## src/rtl/ocmp_pkg.sv

```systemverilog
package ocmp_pkg;

    localparam int DATA_W = 32;
    localparam int ADDR_W = 4;
    localparam int PRE_W  = 12;

    localparam int FLAG_CMP_BIT = 0;
    localparam int FLAG_ROV_BIT = 5;

    typedef enum logic [ADDR_W-1:0] {
        REG_CTRL  = 4'd0,
        REG_DIV   = 4'd1,
        REG_FLAGS = 4'd2,
        REG_IEN   = 4'd3,
        REG_CMP   = 4'd4,
        REG_COUNT = 4'd9
    } reg_sel_e;

    // Control word layout, most significant field first.
    typedef struct packed {
        logic [2:0] force_out;
        logic [2:0] oc_mode3;
        logic [2:0] oc_mode2;
        logic [2:0] oc_mode1;
        logic [1:0] ic_mode2;
        logic [1:0] ic_mode1;
        logic       soft_rst;
        logic [4:0] spare;
        logic       run_free;
        logic [2:0] clk_sel;
        logic       stop_en;
        logic       doze_en;
        logic       wait_en;
        logic       dbg_en;
        logic       clr_on_run;
        logic       run;
    } ctrl_t;

    // Value stored in control for a given write word.
    function automatic ctrl_t ctrl_on_write(input logic [DATA_W-1:0] wd);
        ctrl_t c;
        c = ctrl_t'(wd);
        c.soft_rst = 1'b0;
        if (wd[15]) begin
            c.run     = 1'b0;
            c.dbg_en  = 1'b0;
            c.wait_en = 1'b0;
            c.doze_en = 1'b0;
        end
        return c;
    endfunction

    function automatic logic [DATA_W-1:0] flags_word(input logic cf, input logic rf);
        logic [DATA_W-1:0] w;
        w = '0;
        w[FLAG_CMP_BIT] = cf;
        w[FLAG_ROV_BIT] = rf;
        return w;
    endfunction

endpackage

```

## src/rtl/ocmp_regs.sv

```systemverilog
module ocmp_regs
    import ocmp_pkg::*;
#(
    parameter int CNT_W = 32
) (
    input  logic              clk,
    input  logic              rst,
    input  logic              wr_en,
    input  logic [ADDR_W-1:0] addr,
    input  logic [DATA_W-1:0] wdata,
    output ctrl_t             ctrl_q,
    output logic [DATA_W-1:0] div_q,
    output logic [DATA_W-1:0] ien_q,
    output logic [CNT_W-1:0]  cmp_q,
    output logic              swr,
    output logic              cnt_clr,
    output logic              clr_cmp_flag,
    output logic              clr_rov_flag
);

    logic wr_ctrl, wr_div, wr_flags, wr_ien, wr_cmp;

    always_comb begin
        wr_ctrl  = wr_en && (addr == REG_CTRL);
        wr_div   = wr_en && (addr == REG_DIV);
        wr_flags = wr_en && (addr == REG_FLAGS);
        wr_ien   = wr_en && (addr == REG_IEN);
        wr_cmp   = wr_en && (addr == REG_CMP);
    end

    assign swr          = wr_ctrl && wdata[15];
    assign cnt_clr      = swr || (wr_ctrl && !ctrl_q.run && wdata[0] && wdata[1]);
    assign clr_cmp_flag = wr_flags && wdata[FLAG_CMP_BIT];
    assign clr_rov_flag = wr_flags && wdata[FLAG_ROV_BIT];

    always_ff @(posedge clk) begin
        if (rst) begin
            ctrl_q <= '0;
            div_q  <= '0;
            ien_q  <= '0;
            cmp_q  <= '0;
        end else begin
            if (wr_ctrl) ctrl_q <= ctrl_on_write(wdata);
            if (swr) begin
                div_q <= '0;
                ien_q <= '0;
                cmp_q <= '0;
            end else begin
                if (wr_div) div_q <= wdata;
                if (wr_ien) ien_q <= wdata;
                if (wr_cmp) cmp_q <= wdata[CNT_W-1:0];
            end
        end
    end

endmodule

```

## src/rtl/ocmp_prescaler.sv

```systemverilog
module ocmp_prescaler #(
    parameter int PRE_W = 12
) (
    input  logic             clk,
    input  logic             rst,
    input  logic             clr,
    input  logic             run,
    input  logic             tick_en,
    input  logic [PRE_W-1:0] div,
    output logic             tick
);

    logic [PRE_W-1:0] phase_q;
    logic             at_end;

    assign at_end = (phase_q == div);
    assign tick   = run && tick_en && at_end;

    always_ff @(posedge clk) begin
        if (rst || clr || !run) begin
            phase_q <= '0;
        end else if (tick_en) begin
            phase_q <= at_end ? '0 : phase_q + 1'b1;
        end
    end

endmodule

```

## src/rtl/ocmp_counter.sv

```systemverilog
module ocmp_counter #(
    parameter int CNT_W = 32
) (
    input  logic             clk,
    input  logic             rst,
    input  logic             clr,
    input  logic             tick,
    input  logic             restart,
    input  logic [CNT_W-1:0] cmp,
    output logic [CNT_W-1:0] cnt_q,
    output logic             cmp_set,
    output logic             rov_set
);

    logic             reload;
    logic [CNT_W-1:0] cnt_nxt;

    always_comb begin
        reload  = restart && (cnt_q == cmp);
        cnt_nxt = reload ? '0 : cnt_q + 1'b1;
    end

    assign cmp_set = tick && !clr && (cnt_nxt == cmp);
    assign rov_set = tick && !clr && (&cnt_q);

    always_ff @(posedge clk) begin
        if (rst || clr) begin
            cnt_q <= '0;
        end else if (tick) begin
            cnt_q <= cnt_nxt;
        end
    end

endmodule

```

## src/rtl/ocmp_status.sv

```systemverilog
module ocmp_status (
    input  logic clk,
    input  logic rst,
    input  logic swr,
    input  logic set_cmp,
    input  logic set_rov,
    input  logic clr_cmp,
    input  logic clr_rov,
    input  logic run,
    input  logic ie_cmp,
    input  logic ie_rov,
    output logic cf_q,
    output logic rf_q,
    output logic irq_q
);

    logic irq_d;

    assign irq_d = run && ((cf_q && ie_cmp) || (rf_q && ie_rov));

    always_ff @(posedge clk) begin
        if (rst || swr) begin
            cf_q <= 1'b0;
            rf_q <= 1'b0;
        end else begin
            if (set_cmp)      cf_q <= 1'b1;
            else if (clr_cmp) cf_q <= 1'b0;
            if (set_rov)      rf_q <= 1'b1;
            else if (clr_rov) rf_q <= 1'b0;
        end
    end

    always_ff @(posedge clk) begin
        if (rst) irq_q <= 1'b0;
        else     irq_q <= irq_d;
    end

endmodule

```

## src/rtl/ocmp_timer.sv

```systemverilog
module ocmp_timer
    import ocmp_pkg::*;
#(
    parameter int CNT_W = 32
) (
    input  logic        clk,
    input  logic        rst,
    input  logic        tick_en,
    input  logic        wr_en,
    input  logic [3:0]  addr,
    input  logic [31:0] wdata,
    output logic [31:0] rdata,
    output logic        irq
);

    ctrl_t             ctrl_q;
    logic [DATA_W-1:0] div_q, ien_q;
    logic [CNT_W-1:0]  cmp_q, cnt_q;
    logic              swr, cnt_clr, clr_cmp_flag, clr_rov_flag;
    logic              tick, cmp_set, rov_set, cf_q, rf_q;
    logic              run, restart;

    assign run     = ctrl_q.run;
    assign restart = !ctrl_q.run_free;

    ocmp_regs #(.CNT_W(CNT_W)) regs_i (
        .clk(clk), .rst(rst), .wr_en(wr_en), .addr(addr), .wdata(wdata),
        .ctrl_q(ctrl_q), .div_q(div_q), .ien_q(ien_q), .cmp_q(cmp_q),
        .swr(swr), .cnt_clr(cnt_clr),
        .clr_cmp_flag(clr_cmp_flag), .clr_rov_flag(clr_rov_flag)
    );

    ocmp_prescaler #(.PRE_W(PRE_W)) pre_i (
        .clk(clk), .rst(rst), .clr(swr), .run(run), .tick_en(tick_en),
        .div(div_q[PRE_W-1:0]), .tick(tick)
    );

    ocmp_counter #(.CNT_W(CNT_W)) cnt_i (
        .clk(clk), .rst(rst), .clr(cnt_clr), .tick(tick), .restart(restart),
        .cmp(cmp_q), .cnt_q(cnt_q), .cmp_set(cmp_set), .rov_set(rov_set)
    );

    ocmp_status stat_i (
        .clk(clk), .rst(rst), .swr(swr),
        .set_cmp(cmp_set), .set_rov(rov_set),
        .clr_cmp(clr_cmp_flag), .clr_rov(clr_rov_flag),
        .run(run), .ie_cmp(ien_q[FLAG_CMP_BIT]), .ie_rov(ien_q[FLAG_ROV_BIT]),
        .cf_q(cf_q), .rf_q(rf_q), .irq_q(irq)
    );

    always_comb begin
        case (addr)
            REG_CTRL:  rdata = DATA_W'(ctrl_q);
            REG_DIV:   rdata = div_q;
            REG_FLAGS: rdata = flags_word(cf_q, rf_q);
            REG_IEN:   rdata = ien_q;
            REG_CMP:   rdata = DATA_W'(cmp_q);
            REG_COUNT: rdata = DATA_W'(cnt_q);
            default:   rdata = '0;
        endcase
    end

endmodule

```

## config.mk

```make
export PLATFORM = sky130hd
export DESIGN_NAME = ocmp_timer
export DESIGN_NICKNAME = d
export VERILOG_FILES = /design/src/rtl/ocmp_pkg.sv /design/src/rtl/ocmp_regs.sv /design/src/rtl/ocmp_prescaler.sv /design/src/rtl/ocmp_counter.sv /design/src/rtl/ocmp_status.sv /design/src/rtl/ocmp_timer.sv
export SDC_FILE = /design/constraint.sdc
export NUM_CORES = 1
export LEC_CHECK = 0
export ABC_AREA = 1
export BUFFER_PORTS_ARGS = -buffer_cell sky130_fd_sc_hd__buf_2
export CAP_MARGIN = 40
export CORE_UTILIZATION = 51
export DETAILED_ROUTE_END_ITERATION = 8
export PLACE_DENSITY = 0.7
export SETUP_SLACK_MARGIN = 0.15
export SLEW_MARGIN = 20
export SYNTH_ARGS = -nofsm -noshare
export SYNTH_HDL_FRONTEND = slang
export SYNTH_SLANG_ARGS = --single-unit
```

## constraint.sdc

```tcl
create_clock -name clk -period 4.8 [get_ports clk]
set_input_delay 0.96 -clock clk [delete_from_list [all_inputs] [get_ports clk]]
set_output_delay 0.96 -clock clk [all_outputs]
set_load 0.02 [all_outputs]
```

After elaboration in Yosys (flattened, before gate mapping):

Index checks and enable logic that the tools add are counted.

* logic and storage cells: 75
* register bits: 174
* output and inout port bits: 33
* input port bits: 40

* reduce and logical (&&, ||, !) cells: 33
* multiplexer cells: 9
* $add $sub $neg: 2
* eq/ne operators: 8

Operator list (count)
* one-hot mux 32 bit (6 select lines): 1
* == test 32 bit: 2
* adder 32 x 1 -> 32 bit (second input constant): 1
* two-way mux 32 bit: 1
* AND reduction 32 bit: 1
* logical AND 1 bit: 20
* adder 12 x 1 -> 12 bit (second input constant): 1
* == test 12 bit: 1
* two-way mux 12 bit: 1
* == test 4 x 2 -> 1 bit (second input constant): 2
* logical OR 1 bit: 5
* two-way mux 1 bit: 5
* == test 4 x 1 -> 1 bit (second input constant): 1
* == test 4 x 3 -> 1 bit (second input constant): 1
* == test 4 bit (second input constant): 1
* zero test 4 bit: 1
* nonzero test 2 bit: 2
* zero test 1 bit: 3
* two-way mux 3 bit: 1
* OR reduction 2 bit: 1

Logic depth before layout (Yosys ltp):

Gate-level depths: netlist of run 1.

* depth after elaboration: 10
* depth in mapped cells: 21
* mapped depth without buffers: 19

By module:

From an unflattened synthesis of run 1, not the netlist that was laid out.

* cells, all modules: 1825
* area total of the unflattened synthesis: 11054.4 sq um

By module, submodules not included
* ocmp_regs: times used 1, cells each 605, area each 4893.4 sq um
* ocmp_counter: times used 1, cells each 657, area each 3467.1 sq um
* ocmp_timer: times used 1, cells each 400, area each 1709.1 sq um
* ocmp_prescaler: times used 1, cells each 145, area each 850.8 sq um
* ocmp_status: times used 1, cells each 18, area each 133.9 sq um

Least setup slack after synthesis of run 1:

No wires, ideal clock.

* kind: input port to output port
* start point: in addr[3]
* end point: out rdata[11]
* stages on the path: 6
* buffers on the path: 1
* path slack: 1.387 ns
* data arrival time: 2.453 ns
* cell sequence: nor2_1 inv_1 nor3_1 clkbuf_1 inv_1 o21ai_0

* cells in the longest elaborated chain, start to end: 2
* elaborated cells between the ends (all ways): 7
* those cells by class: 5 x eq/ne; 1 x mux; 1 x reduce/logical

RTL lines
* from (decl): line ocmp_timer.sv:10 `input logic [3:0] addr,`
* == test 4 bit, or another cell as far along: line ocmp_timer.sv:52 `case (addr)`
* one-hot mux 32 bit (6 select lines) *: line ocmp_timer.sv:52
* to (decl): line ocmp_timer.sv:12 `output logic [31:0] rdata,`

Mark *: on every way between the ends. The rest lies on a longest branch, timed or not.

Worst setup path in the final report of run 1:

* start point: in addr[1]
* end point: out rdata[13]

The elaborated chain is that of the path after synthesis.

==> results.sh, run 1 <==
export IMPL_drcViolationCount=0
export IMPL_fin_tns_setup_ns=0
export IMPL_cpPeakStageDelay_ns=0.55
export IMPL_yosys_warnings=0
export IMPL_die_area_um2=18620
export IMPL_cts_buffers=17
export IMPL_crit_type="in2out"
export IMPL_maxCapViolations=0
export IMPL_crit_path_max_fanout=18
export IMPL_syn_nets=1432
export IMPL_cp_common_cell="buf_2"
export IMPL_critical_path_arrival_ns=3.00
export IMPL_drive_gt1_share_pct=10.32
export IMPL_dr_pass1_iters=6
export IMPL_antenna_found_initial=0
export IMPL_power_switching_uw=909.3
export IMPL_slew_violations=0
export IMPL_dp_hpwl_um=22100
export IMPL_leakage_uw=0.003938
export IMPL_synth_top_family_by_area="simple AND/OR/NAND/NOR gates"
export IMPL_ys_types=38
export IMPL_drtAntennaViolNets=0
export IMPL_finalCriticalPeriod_ns=3.965
export IMPL_relSlewSlack_pct=52.90
export IMPL_hp_class="reg2reg"
export IMPL_critPathBufInv=4
export IMPL_internal_power_uw=2286
export IMPL_r2r_cells=17
export IMPL_ir_worst_vdd_v=0.0003442
export IMPL_whs_ns=0.4505
export IMPL_path_clk_slew_ns=0.08
export IMPL_grt_usage_pct=33.62
export IMPL_via_count=9569
export IMPL_wl_per_cell_um=18.34
export IMPL_setup_violations_final=0
export IMPL_cp_depth=8
export IMPL_cts_resized_gates=0
export IMPL_rsz0062_at_grt="no"
export IMPL_start_util_pct=52.75
export IMPL_synth_edf_count=0
export IMPL_grt_pass1_wl_um=46840
export IMPL_overflow=0
export IMPL_fmax_ghz=0.2522
export IMPL_synth_seq_area_share_pct=37.79
export IMPL_layout_nets=1463
export IMPL_dr_first_iter_drc_count=1185
export IMPL_post_cts_buffers=0
export IMPL_crit_family="buffers and inverters"
export IMPL_die_y_um=136.4
export IMPL_yosys_area_share_adder_pct=0.2714
export IMPL_grt_max_degree=60
export IMPL_skew_ns=0.01298
export IMPL_synth_compound_area_share_pct=21.92
export IMPL_min_period_over_period_pct=82.60
export IMPL_die_w_um=136.4
export IMPL_synth_area_per_cell_um2=6.632
export IMPL_syn2layout_area_growth_pct=12.24
export IMPL_ios=73
export IMPL_synth_mux_area_share_pct=0
export IMPL_power_density_nw_per_um2=308.8
export IMPL_num_rows=48
export IMPL_routed_wl_um=30430
export IMPL_seq_power_share_pct=46.2
export IMPL_pwr_share_comb_pct=8.1
export IMPL_cts_max_level=4
export IMPL_switching_share_pct=28.45
export IMPL_path_cells="buf_2, nor2_1, nand3_1, buf_4, clkinv_1, a221oi_1, o21ai_0, buf_2"
export IMPL_hold_viol_final=0
export IMPL_synth_simple_area_share_pct=25.31
export IMPL_clock_root_buffer="clkbuf_16"
export IMPL_synthXorXnorAreaFrac_pct=4.750
export IMPL_synthArstFlopShare_pct=0
export IMPL_clockPowerShare_pct=45.7
export IMPL_routed_via_density=5.768
export IMPL_synth_cells=1390
export IMPL_io_buffers=72
export IMPL_cpMaxStageDelayCell="clkinv_1"
export IMPL_clk_latency_ns=0.44
export IMPL_status="finished, final reports clean"
export IMPL_core_area_um2=17480
export IMPL_insertedDiodeCount=0
export IMPL_clock_sinks=174
export IMPL_critPathRequiredTime_ns=3.84
export IMPL_cts_tree="built"
export IMPL_setup_worst_path_start_class="input pin"
export IMPL_gp_congestion=0.9861
export IMPL_synth_ff_type="dfxtp_1"
export IMPL_end_kind="output port"
export IMPL_clk_path_buf_depth=2
export IMPL_nFillCells=1646
export IMPL_tightest_slew_ns=0.7022
export IMPL_hold_buffers=0
export IMPL_grt_pass1_vias=8172
export IMPL_holdPathStages=2
export IMPL_synth_ff_latch_count=174
export IMPL_netlist_area_um2=9219
-- metal layers --
| layer | up-vias | wire length (um) | track usage [%] |
|---|---|---|---|
| met3 | 45 | 2848 | 5.593 |
| met5 | - | 0 | 0 |
| li1 | 4646 | - | - |
| met4 | 0 | 608 | 9.630 |
| met2 | 500 | 13150 | 48.96 |
| met1 | 4378 | 13820 | 50.24 |
-- placed cells by master (no fill, tap or decap), drive strengths merged, types with 6 or more instances in the layout --
master / n
clkinv: 6
a21oi: 165
o21ai: 145
clkbuf: 17
o22ai: 12
inv: 171
xor2: 34
xnor2: 16
nand4: 8
dfxtp: 174
nand2: 332
nand3: 89
a221oi: 29
nor3: 18
buf: 88
nor2: 101
-- synth_stat cells (8+ instances only) --
library cell | instances | area share (%)
a221oi_1 | 29 | 2.8
xor2_1 | 34 | 3.2
clkbuf_1 | 61 | 2.5
xnor2_1 | 16 | 1.5
nand2_1 | 330 | 13
nor3_1 | 17 | 0.92
inv_1 | 155 | 6.3
a21oi_1 | 165 | 9.0
buf_2 | 8 | 0.43
nand3_1 | 85 | 4.6
o22ai_1 | 12 | 0.81
dfxtp_1 | 174 | 38
nor2_1 | 94 | 3.8
o21ai_0 | 142 | 7.7
nand4_1 | 8 | 0.54
-- power by group through the flow --
stage / clock [uW] / sequential [uW] / combinational [uW]
2_1_floorplan: 0 / 1500 / 162
3_3_place_gp: 0 / 1510 / 247
3_5_place_dp: 0 / 1510 / 250
4_1_cts: 1470 / 1480 / 251
5_1_grt: 1520 / 1480 / 281
6_report: 1460 / 1480 / 258
-- sequential cells by signal, indices dropped and copies added, names as in the netlist --
signal / cells
cnt_i.cnt_q: 32
pre_i.phase_q: 12
regs_i.cmp_q: 32
regs_i.ctrl_q: 31
regs_i.div_q: 32
regs_i.ien_q: 32
stat_i.cf_q: 1
stat_i.irq_q: 1
stat_i.rf_q: 1
-- path summary, 6_finish.rpt --
kind,endpoint,slack [ns],startpoint
setup / recovery,rdata[13],0.84,addr[1]
hold / removal,regs_i.ctrl_q[8]$_SDFFE_PP0P_,0.45,regs_i.ctrl_q[8]$_SDFFE_PP0P_
setup reg to reg,stat_i.cf_q$_SDFFE_PP0P_,1.65,cnt_i.cnt_q[23]$_SDFFE_PP0P_
hold reg to reg,regs_i.ctrl_q[8]$_SDFFE_PP0P_,0.45,regs_i.ctrl_q[8]$_SDFFE_PP0P_
-- through the flow --
stage | utilization (%) | setup WS, ns | instance area [um^2] | power [uW] | cells
floorplan | - | 1.387 | 9219 | 1667 | 1390
global placement | 55.36 | 0.9944 | 9674 | 1757 | 1624
detailed placement | 55.60 | 0.9337 | 9717 | 1761 | 1626
CTS | 59.12 | 0.9297 | 10330 | 3195 | 1658
global route | 59.21 | 0.7547 | 10350 | 3283 | 1659
finish | 59.21 | 0.8354 | 10350 | 3196 | 1659
-- layout make-up --
cell class | count | area, um^2 | share of cell area, %
Tap cell | 225 | 281.5 | 2.721
Sequential cell | 174 | 3483 | 33.66
Clock inverter | 15 | 190.2 | 1.838
Clock buffer | 17 | 425.4 | 4.111
Timing Repair Buffer | 88 | 515.5 | 4.982
Inverter | 164 | 615.6 | 5.949
Multi-Input combinational cell | 976 | 4836 | 46.74
-- cell families (layout without fill, tap and decap cells) --
family | count (synthesis) | count (layout)
compound gates | 367 | 367
xor+xnor | 50 | 50
fa+ha+maj | 2 | 2
buf+inv | 240 | 284
flops | 174 | 174
simple gates | 557 | 557
-- tightest hold or removal path: cells and delay by family (launching register included) --
kind,cells,cell delay [ns]
flops,1,0.30
compound gates,1,0.05
buf+inv,1,0.05
No activity file was read; power rests on OpenSTA's default activity.
==> run 2, diff against run 1 <==
--- a/config.mk
+++ b/config.mk
@@ -5,12 +5,12 @@
 export SDC_FILE = /design/constraint.sdc
 export NUM_CORES = 1
 export LEC_CHECK = 0
-export ABC_AREA = 1
+export ABC_AREA = 0
 export BUFFER_PORTS_ARGS = -buffer_cell sky130_fd_sc_hd__buf_2
 export CAP_MARGIN = 40
 export CORE_UTILIZATION = 51
 export DETAILED_ROUTE_END_ITERATION = 8
-export PLACE_DENSITY = 0.7
+export PLACE_DENSITY = 0.72
 export SETUP_SLACK_MARGIN = 0.15
 export SLEW_MARGIN = 20
 export SYNTH_ARGS = -nofsm -noshare
==> constraint.sdc (replaced) <==
create_clock -name clk -period 3.6 [get_ports clk]
set_input_delay 0.72 -clock clk [delete_from_list [all_inputs] [get_ports clk]]
set_output_delay 0.72 -clock clk [all_outputs]
set_load 0.02 [all_outputs]
==> results.sh, run 2 <==
export IMPL_min_period_over_period_pct=91.18
export IMPL_syn_nets=1282
export IMPL_num_rows=48
export IMPL_grt_pass1_vias=8242
export IMPL_die_y_um=136.0
export IMPL_whs_ns=0.4570
export IMPL_ys_top_cells_by_count="nand2_1 (319), dfxtp_1 (174), a21oi_1 (171)"
export IMPL_crit_type="reg2reg"
export IMPL_die_area_um2=18480
export IMPL_antenna_found_initial=0
export IMPL_drcViolationCount=0
export IMPL_core_area_um2=17420
export IMPL_final_util_pct=59.99
export IMPL_dr_pass1_iters=6
export IMPL_yosys_warnings=0
export IMPL_cts_resized_gates=0
export IMPL_start_util_pct=52.54
export IMPL_wl_per_cell_um=19.64
export IMPL_nFillCells=1629
export IMPL_clk_path_buf_depth=2
export IMPL_synth_edf_count=0
export IMPL_clk_latency_ns=0.45
export IMPL_layout_common_cells="nand2_1 (319), dfxtp_1 (174), a21oi_1 (171)"
export IMPL_synth_ff_latch_count=174
export IMPL_hold_viol_final=0
export IMPL_routed_wl_um=29560
export IMPL_path_clk_slew_ns=0.07
export IMPL_io_buffers=72
export IMPL_synth_seq_area_share_pct=38.06
export IMPL_power_density_nw_per_um2=396.2
export IMPL_setup_worst_path_start_class="register"
export IMPL_tightest_slew_ns=0.6103
export IMPL_fin_tns_setup_ns=0
export IMPL_placed_area_um2=9839
export IMPL_layout_nets=1309
export IMPL_r2r_cells=9
export IMPL_path_cells="nand4_1, nor4_4, nand3_1, xnor2_1, or4b_1, a21oi_1, o221ai_1, or4_1, o31ai_1"
export IMPL_crit_path_max_fanout=10
export IMPL_netlist_area_leader_share_pct=38.06
export IMPL_synth_cells=1240
export IMPL_maxCapViolations=0
export IMPL_hp_class="reg2reg"
export IMPL_insertedDiodeCount=0
export IMPL_critical_path_arrival_ns=3.65
export IMPL_syn2layout_area_growth_pct=14.18
export IMPL_hold_buffers=0
export IMPL_fmax_ghz=0.3046
export IMPL_relSlewSlack_pct=59.00
export IMPL_skew_ns=0.01476
export IMPL_clock_sinks=174
export IMPL_synthArstFlopShare_pct=0
export IMPL_ys_types=63
export IMPL_dr_first_iter_drc_count=1027
export IMPL_status="finished, final reports clean"
export IMPL_grt_usage_pct=32.81
export IMPL_critPathRequiredTime_ns=3.96
export IMPL_cts_tree="built"
export IMPL_drtAntennaViolNets=0
export IMPL_cpPeakStageDelay_ns=0.57
export IMPL_ios=73
export IMPL_synth_area_per_cell_um2=7.380
export IMPL_netlist_area_um2=9151
export IMPL_drive_gt1_share_pct=13.05
export IMPL_holdPathStages=2
export IMPL_cts_max_level=4
export IMPL_overflow=0
export IMPL_cts_buffers=17
export IMPL_slew_violations=0
export IMPL_grt_pass1_wl_um=46400
export IMPL_setup_violations_final=0
export IMPL_rsz0062_at_grt="no"
export IMPL_final_common_cell="nand2_1"
export IMPL_post_cts_buffers=0
export IMPL_yosys_area_top_type="dfxtp_1"
export IMPL_fin_area_um2=10450
export IMPL_finalCriticalPeriod_ns=3.282
export IMPL_clock_root_buffer="clkbuf_16"
export IMPL_die_w_um=136.0
export IMPL_ys_top_cells_by_area="dfxtp_1 (38%), nand2_1 (13%), a21oi_1 (9.4%)"
export IMPL_yosysMostFrequentCell="nand2_1"
export IMPL_ir_worst_vdd_v=0.0003258
export IMPL_dp_hpwl_um=20370
export IMPL_routed_via_density=6.144
export IMPL_synth_ff_type="dfxtp_1"
export IMPL_gp_congestion=1.009
export IMPL_cpMaxStageDelayCell="nor4_4"
export IMPL_grt_max_degree=53
export IMPL_via_count=9247
export IMPL_leakage_uw=0.003627
export IMPL_end_kind="register"
## run 2: cell families after synthesis
logic type / after synthesis / share of synthesized area [%]
adders and majority gates: 2 / 0.2734
xor gates and xnor gates: 89 / 8.901
muxes: 1 / 0.1094
buffers and inverters: 119 / 5.332
DFF: 174 / 38.06
AOI/OAI and AO/OA: 297 / 19.11
and+or+nand+nor: 558 / 28.21
## run 2: cell type report
class	instances	area, um^2	area share, %
clock buffers	17	425.4	4.071
multi-input cells	947	5270	50.44
repair buffers	117	785.8	7.520
clock inverters	15	165.2	1.581
inverters	10	37.54	0.3592
flip-flops and latches	174	3483	33.34
well taps	225	281.5	2.694
## run 2: final timing paths
path / startpoint / to / slack [ns]
max reg2reg: cnt_i.cnt_q[2]$_SDFFE_PP0P_ / stat_i.cf_q$_SDFFE_PP0P_ / 0.32
min reg2reg: regs_i.ien_q[11]$_SDFFE_PP0P_ / regs_i.ien_q[11]$_SDFFE_PP0P_ / 0.46
min: regs_i.ien_q[11]$_SDFFE_PP0P_ / regs_i.ien_q[11]$_SDFFE_PP0P_ / 0.46
max: cnt_i.cnt_q[2]$_SDFFE_PP0P_ / stat_i.cf_q$_SDFFE_PP0P_ / 0.32
## run 2: per-layer routing
metal / GRT usage [%] / wire (um) / part of all wire, %
met5: 0 / 0 / 0
met4: 11.79 / 721 / 2.4
met3: 7.196 / 3039 / 10
met2: 47.96 / 12590 / 43
met1: 46.97 / 13210 / 45
## run 2: report_power, final
group / internal (uW) / leakage [uW] / switching (uW)
combinational: 111 / 0.00194 / 218
clock: 935 / 0.000287 / 918
sequential: 1940 / 0.00140 / 17.0
total: 2990 / 0.00363 / 1150
## run 2: worst max-delay path: cells and delay by family (launching register included)
kind                      cells  cell delay, ns
and+or+nand+nor               5            1.92
AOI/OAI and AO/OA             3            0.51
xor gates and xnor gates      1            0.27
DFF                           1            0.52
## run 2: per-stage QoR
step	instances	total power (uW)	setup WS, ns
after floorplan	1240	2179	0.6457
after global placement	1473	2317	0.4064
after detailed placement	1473	2318	0.3689
after CTS	1505	4136	0.3571
after global routing	1505	4251	0.1562
final	1505	4140	0.3175
==> run 3, diff against run 2 <==
==> constraint.sdc (replaced) <==
create_clock -name clk -period 3.6 [get_ports clk]
set_input_delay 0.18 -clock clk [delete_from_list [all_inputs] [get_ports clk]]
set_output_delay 0.18 -clock clk [all_outputs]
set_load 0.02 [all_outputs]
==> results.sh, run 3 (synthesis results as in run 2) <==
export IMPL_status="finished, final reports clean"
export IMPL_place_ws_ns=0.2845
export IMPL_drtAntennaViolNets=0
export IMPL_clk_path_buf_depth=2
export IMPL_clk_latency_ns=0.44
export IMPL_final_common_cell="nand2_1"
export IMPL_reg2reg_slack_ns=0.34
export IMPL_crit_type="reg2reg"
export IMPL_cp_depth=9
export IMPL_drcViolationCount=0
export IMPL_cts_tree="built"
export IMPL_hold_viol_final=0
export IMPL_critPathRequiredTime_ns=3.96
export IMPL_cpPeakStageDelay_ns=0.63
export IMPL_setup_worst_path_start_class="register"
export IMPL_grt_pass1_vias=8277
export IMPL_grt_max_degree=97
export IMPL_cpMaxStageDelayCell="or4_4"
export IMPL_grt_pass1_wl_um=47080
export IMPL_num_rows=48
export IMPL_clock_sinks=174
export IMPL_fmax_ghz=0.3066
export IMPL_power_density_nw_per_um2=400.5
export IMPL_crit_family="simple AND/OR/NAND/NOR gates"
export IMPL_grt_usage_pct=33.22
export IMPL_die_y_um=136.0
export IMPL_critical_path_arrival_ns=3.62
export IMPL_setup_violations_final=0
export IMPL_dr_pass1_iters=6
export IMPL_dr_max_layer_used="met4"
export IMPL_syn2layout_area_growth_pct=14.10
export IMPL_cts_max_level=4
export IMPL_routed_via_density=6.157
export IMPL_start_util_pct=52.54
export IMPL_core_area_um2=17420
export IMPL_die_w_um=136.0
export IMPL_fin_tns_setup_ns=0
export IMPL_hp_class="in2reg"
export IMPL_leakage_uw=0.003620
export IMPL_skew_ns=0.01540
export IMPL_p_total_uw=4182
export IMPL_rsz0062_at_grt="no"
export IMPL_slew_violations=0
export IMPL_routed_wl_um=29860
export IMPL_final_util_pct=59.95
export IMPL_via_count=9315
export IMPL_holdPathStages=3
export IMPL_layout_common_cells="nand2_1 (319), dfxtp_1 (173), a21oi_1 (171)"
export IMPL_relSlewSlack_pct=60.17
export IMPL_drive_gt1_share_pct=13.20
export IMPL_overflow=0
export IMPL_die_area_um2=18480
export IMPL_gp_congestion=1.031
export IMPL_path_cells="nand4_1, or2_1, or4_4, nor2_4, xor2_2, o41ai_1, nor3b_1, or4_1, o31ai_1"
export IMPL_wl_met1_um=12990
export IMPL_min_period_over_period_pct=90.61
export IMPL_crit_path_max_fanout=9
export IMPL_wl_per_cell_um=19.74
export IMPL_ios=73
export IMPL_ir_worst_vdd_v=0.0004798
export IMPL_critPathBufInv=0
export IMPL_insertedDiodeCount=0
export IMPL_finalCriticalPeriod_ns=3.262
export IMPL_wl_met3_um=3125
export IMPL_wl_met2_um=13090
export IMPL_tightest_slew_ns=0.5966
export IMPL_path_clk_slew_ns=0.08
export IMPL_clock_root_buffer="clkbuf_16"
export IMPL_layout_nets=1317
export IMPL_setup_ws_ns=0.3382
export IMPL_antenna_found_initial=0
export IMPL_maxCapViolations=0
export IMPL_dp_cells=1475
export IMPL_io_buffers=72
export IMPL_r2r_cells=9
export IMPL_nFillCells=1626
export IMPL_end_kind="register"
export IMPL_instances_no_fill=1513
export IMPL_dr_first_iter_drc_count=1121
export IMPL_cts_buffers=17
export IMPL_dp_hpwl_um=20710
[run 3: changes by cell type in the layout (fill, tap and decap cells not counted), sizes merged]
cell           before  now
buf               117  119
bufinv              0    1
clkdlybuf4s15       0    1
clkinv              5    3
clkinvlp            1    4
dlygate4sd3         0    5
inv                19   17
[run 3: per-stage QoR]
step	instance area (um^2)	hold slack [ns]
final	10440	0.004332
after global placement	9772	0.4408
after global routing	10440	0.0003116
after detailed placement	9783	0.4460
after floorplan	9151	0.3160
after CTS	10430	0.00005668
[run 3: final cells by class]
| class | count | area, um^2 | share of cell area [%] |
|---|---|---|---|
| clock inverter | 15 | 173.9 | 1.666 |
| tap | 225 | 281.5 | 2.696 |
| timing repair buffer | 125 | 787.0 | 7.537 |
| clock buffer | 17 | 425.4 | 4.074 |
| multi-input combinational | 947 | 5251 | 50.29 |
| sequential | 174 | 3485 | 33.37 |
| inverter | 10 | 37.54 | 0.3595 |
[run 3: repair_timing]
item,4_1_cts,5_1_grt
gates resized for setup,0,2
hold buffers,5,0
hold endpoints to repair,5,0
buffers inserted,0,1
endpoints found under the setup margin,0,1
[run 3: final timing paths]
kind	endpoint	start
min reg2reg	regs_i.ien_q[21]$_SDFFE_PP0P_	regs_i.ien_q[21]$_SDFFE_PP0P_
max reg2reg	stat_i.cf_q$_SDFFE_PP0P_	cnt_i.cnt_q[17]$_SDFFE_PP0P_
max	stat_i.cf_q$_SDFFE_PP0P_	cnt_i.cnt_q[17]$_SDFFE_PP0P_
min	regs_i.ien_q[30]$_SDFFE_PP0P_	wdata[30]
[run 3: worst register-to-register path: cells and delay by family (launching register included)]
kind | cells | cell delay, ns
xor+xnor | 1 | 0.09
simple gates | 6 | 2.04
compound gates | 2 | 0.57
flops | 1 | 0.48
[run 3: report_power, final]
part / total, uW / internal [uW] / switching, uW
Clock: 1900 / 993 / 908
Combinational: 325 / 109 / 216
Sequential: 1960 / 1940 / 16.5
[run 3: layer usage]
layer | track usage (%) | vias to the layer above
met3 | 5.518 | 66
met2 | 49.35 | 550
met5 | 0 | -
met1 | 48.74 | 4358
li1 | - | 4341
met4 | 10.06 | 0
